==> config.mk <==
export PLATFORM = sky130hd
export DESIGN_NAME = edge_flag_irq
export DESIGN_NICKNAME = d
export VERILOG_FILES = /design/src/rtl/edge_flag_irq.sv
export SDC_FILE = /design/constraint.sdc
export NUM_CORES = 1
export LEC_CHECK = 0
export ABC_AREA = 1
export BUFFER_PORTS_ARGS = -buffer_cell sky130_fd_sc_hd__buf_2
export CORE_MARGIN = 2
export CORE_UTILIZATION = 40
export CTS_BUF_LIST = sky130_fd_sc_hd__clkbuf_8
export CTS_CLUSTER_SIZE = 40
export DETAILED_ROUTE_END_ITERATION = 16
export HOLD_SLACK_MARGIN = 0.02
export SLEW_MARGIN = 20
export SYNTH_ARGS = -nofsm -noshare
export SYNTH_HDL_FRONTEND = slang
export SYNTH_SLANG_ARGS = --single-unit
export TNS_END_PERCENT = 5
==> constraint.sdc <==
create_clock -name clk -period 3.35 [get_ports clk]
set_input_delay 0.335 -clock clk [delete_from_list [all_inputs] [get_ports clk]]
set_output_delay 0.335 -clock clk [all_outputs]
set_load 0.05 [all_outputs]
==> src/rtl/edge_flag_irq.sv <==
module edge_flag_irq #(
  parameter int W    = 8,
  parameter int SYNC = 2
) (
  input  logic         clk,
  input  logic         rst_n,
  input  logic [W-1:0] pins_i,
  input  logic [W-1:0] irq_en_i,
  input  logic         clr_i,
  input  logic         snap_i,
  output logic [W-1:0] flags_o,
  output logic         irq_n_o
);
  localparam int WARM = SYNC + 1;
  localparam int CW   = $clog2(WARM + 1);

  logic [W-1:0]  sync_r [SYNC];
  logic [W-1:0]  sync_q, prev_q, ref_q, flags_q;
  logic [CW-1:0] warm_q;
  logic          armed;
  logic [W-1:0]  diff, edge_v;

  always_ff @(posedge clk or negedge rst_n) begin
    if (!rst_n) begin
      for (int i = 0; i < SYNC; i++) sync_r[i] <= '0;
    end else begin
      sync_r[0] <= pins_i;
      for (int i = 1; i < SYNC; i++) sync_r[i] <= sync_r[i-1];
    end
  end

  assign sync_q = sync_r[SYNC-1];
  assign armed  = (warm_q == CW'(WARM));
  assign diff   = sync_q ^ ref_q;
  assign edge_v = sync_q ^ prev_q;

  always_ff @(posedge clk or negedge rst_n) begin
    if (!rst_n) warm_q <= '0;
    else if (!armed) warm_q <= warm_q + 1'b1;
  end

  always_ff @(posedge clk or negedge rst_n) begin
    if (!rst_n) begin
      prev_q  <= '0;
      ref_q   <= '0;
      flags_q <= '0;
    end else begin
      prev_q <= sync_q;
      if (!armed || snap_i || clr_i) ref_q <= sync_q;
      if (!armed)                flags_q <= '0;
      else if (clr_i && snap_i)  flags_q <= edge_v;
      else if (clr_i)            flags_q <= diff;
      else                       flags_q <= flags_q | diff;
    end
  end

  assign flags_o = flags_q;
  assign irq_n_o = ~|(flags_q & irq_en_i);
endmodule

==> impl_metrics.yaml <==
final_layout:
  n_fill_cell: 378
  insertedDiodeCount: 0
  area_growth_pct: 15.2
  final_layout_size_suffix_gt1_share_pct: 21.4
  fin_nets: 245
  multiInputGateArea_um2: 543
  finalInstanceArea_mm2: 0.00197
  seqCellArea_mm2: 0.00105
  stdcell_count: 274
worst_setup_path:
  cp.arrival_ns: 1.24
  start_kind: "flip-flop"
  cp.required_ns: 3.01
  cp-end-kind: "output port"
  path_max_fanout: 3
  ff2ff_path_depth: 4
  path_class: "reg -> out"
pwr:
  p_int_w: 0.000726
  p_seq_share_pct: 55.8
  ir_drop_uv: 251
  p_leak_nw: 1.11
  comb_power_share_pct: 15.6
  p_sw_share_pct: 28.4
  p_clk_share_pct: 28.6
  powerDensity_mw_per_mm2: 514
  total_power_w: 0.00101
  p_switching_w: 0.000287
timing:
  fin_hold_ws_ns: 0.147
  tightestPinTransition_ns: 0.884
  finalCriticalPeriod_ns: 1.58
  finalSetupViolations: 0
  slew_violations: 0
  period_share_pct: 47.1
  max_freq_ghz: 0.633
  hold_viol_final: 0
  timing.slew.headroom_pct: 41.1
  rsz0062_at_grt: "no"
  fin_skew_ns: 0.00413
  finalSetupTns_ns: 0
routing:
  num_vias: 1182
  drcViolationCount: 0
  first_pass_iters: 4
  initialDrtViolationCount: 27
  final_antenna_net_count: 0
  routed_wl_um: 2760
  viasPerCell: 4.31
  wl_per_cell_um: 10.1
floorplan:
  fp.dieH_um: 69.4
  start_util_pct: 42.2
  dieArea_mm2: 0.00481
  row_count: 23
  die_x_um: 69.4
  ios: 29
  core_area_mm2: 0.00406
yosys:
  synth_cell_types: 15
  avgSynthCellArea_um2: 8.95
  postSynthRegisterBits: 42
  yosys_warnings: 0
  ys_seq_area_share_pct: 61.4
  syn_nets: 212
  syn-instance-count: 191
  netlist_area_mm2: 0.00171
global_routing:
  overflow: 0
  antenna_found_initial: 0
  global_route.usage.met2_pct: 20.7
  grt_util_met3_pct: 3.05
  grt_max_degree: 43
  grt_pass1_wl_um: 4900
  globalRouteTotalUtil_pct: 13.3
  busiest_layer: "met2"
  grt_pass1_vias: 1139
  use_met1_pct: 16.3
clocking:
  cts_root_buffer: "clkbuf_8"
  clock_latency_ns: 0.29
  cts_setup_buffers: 0
  cts_tree: "built"
  clock-sinks: 42
  numCtsBuffers: 5
  clkTransAtPathRegs_ns: 0.07
  ctsHoldBuffers: 0
  cts_max_level: 2
  cts_resized: 0
  cts.path.max_buffers: 2
place:
  post_dp_cell_area_mm2: 0.00189
  hpwlAfterDp_um: 1900
  gp_congestion: 0.703
  io_buffers: 28
  numPlacedInstances: 267
min_path:
  min_path_cells: 1
  hp-class: "in -> reg"
outcome:
  status: "complete, no violations"
job:
  max_cap_viol_count: 0
metal layers:
layer	wire (um)	up-vias
met2	1230	25
met4	64	0
met5	0	-
met1	1340	513
li1	-	637
met3	133	7
critical path, cell delays in order (launching register included):
cell and delay [ns]:
dfrtp_1 0.40, nand2_1 0.10, nand4_1 0.10, nor2_1 0.10, buf_2 0.26
cells by family after synthesis:
kind of cell             Yosys count  synth area share [%]
AO/OA/AOI/OAI                      8                  4.10
multiplexers                       1                 0.658
XOR/XNOR                           1                 0.512
flip-flops                        42                  61.4
buffers and inverters             28                  6.80
adder cells (fa/ha/maj)            1                 0.731
AND/OR/NAND/NOR                  110                  25.7
registers in the layout, indices dropped and copies added, names as in the netlist:
| name | count |
|---|---|
| prev_q | 8 |
| warm_q | 2 |
| ref_q | 8 |
| sync_r | 8 |
| flags_o | 8 |
| sync_q | 8 |
cell type report:
cell class | instances | share of cell area [%]
Clock buffer | 5 | 3.49
Sequential cell | 42 | 53.3
Inverter | 26 | 4.95
Timing Repair Buffer | 28 | 7.11
Clock inverter | 2 | 0.381
Tap cell | 50 | 3.17
Multi-Input combinational cell | 121 | 27.6
power groups by stage:
stage	sequential (W)	combinational [W]	clock [W]
after floorplan	0.000616	0.0000692	0
after global placement	0.000575	0.000160	0
after detailed placement	0.000575	0.000161	0
after CTS	0.000566	0.000162	0.000304
after global routing	0.000571	0.000178	0.000328
final	0.000565	0.000158	0.000290
synth_stat cells:
cell type | instances | share of area [%]
dfrtp_1 | 42 | 61
o21ai_2 | 8 | 4.1
inv_1 | 25 | 5.5
xnor2_1 | 1 | 0.51
nor2_2 | 1 | 0.37
nand2_1 | 78 | 17
inv_2 | 1 | 0.22
nand3_1 | 8 | 2.3
nor2_1 | 17 | 3.7
mux2_2 | 1 | 0.66
ha_1 | 1 | 0.73
buf_4 | 1 | 0.44
nand4_1 | 2 | 0.73
buf_6 | 1 | 0.66
nand2_2 | 4 | 1.5
through the flow:
stage | util, % | setup WS (ns)
after CTS | 48.6 | 1.74
after global routing | 48.6 | 1.66
after floorplan | - | 1.58
after global placement | 46.7 | 1.91
after detailed placement | 46.7 | 1.83
final | 48.6 | 1.77
final timing paths:
check | startpoint | to | slack, ns
max | flags_o[3]$_DFF_PN0_ | irq_n_o | 1.77
min in group asynchronous | rst_n | sync_r[11]$_DFF_PN0_ | 0.17
max reg2reg | warm_q[0]$_DFFE_PN0N_ | ref_q[3]$_DFFE_PN0P_ | 1.83
min reg2reg | sync_r[12]$_DFF_PN0_ | sync_q[4]$_DFF_PN0_ | 0.35
min | pins_i[6] | sync_r[14]$_DFF_PN0_ | 0.15
max in group asynchronous | rst_n | flags_o[4]$_DFF_PN0_ | 2.64
placed cells by master (no fill, tap or decap):
master,synthesis,final
nand2_1,78,78
dfrtp_1,42,42
buf_2,0,28
inv_1,25,27
nor2_1,17,17
nand3_1,8,8
o21ai_2,8,8
clkbuf_8,0,5
nand2_2,4,4
nand4_1,2,2
inv_2,1,1
nor2_2,1,1
xnor2_1,1,1
mux2_2,1,1
ha_1,1,1
Power figures use the tool's default switching activity.
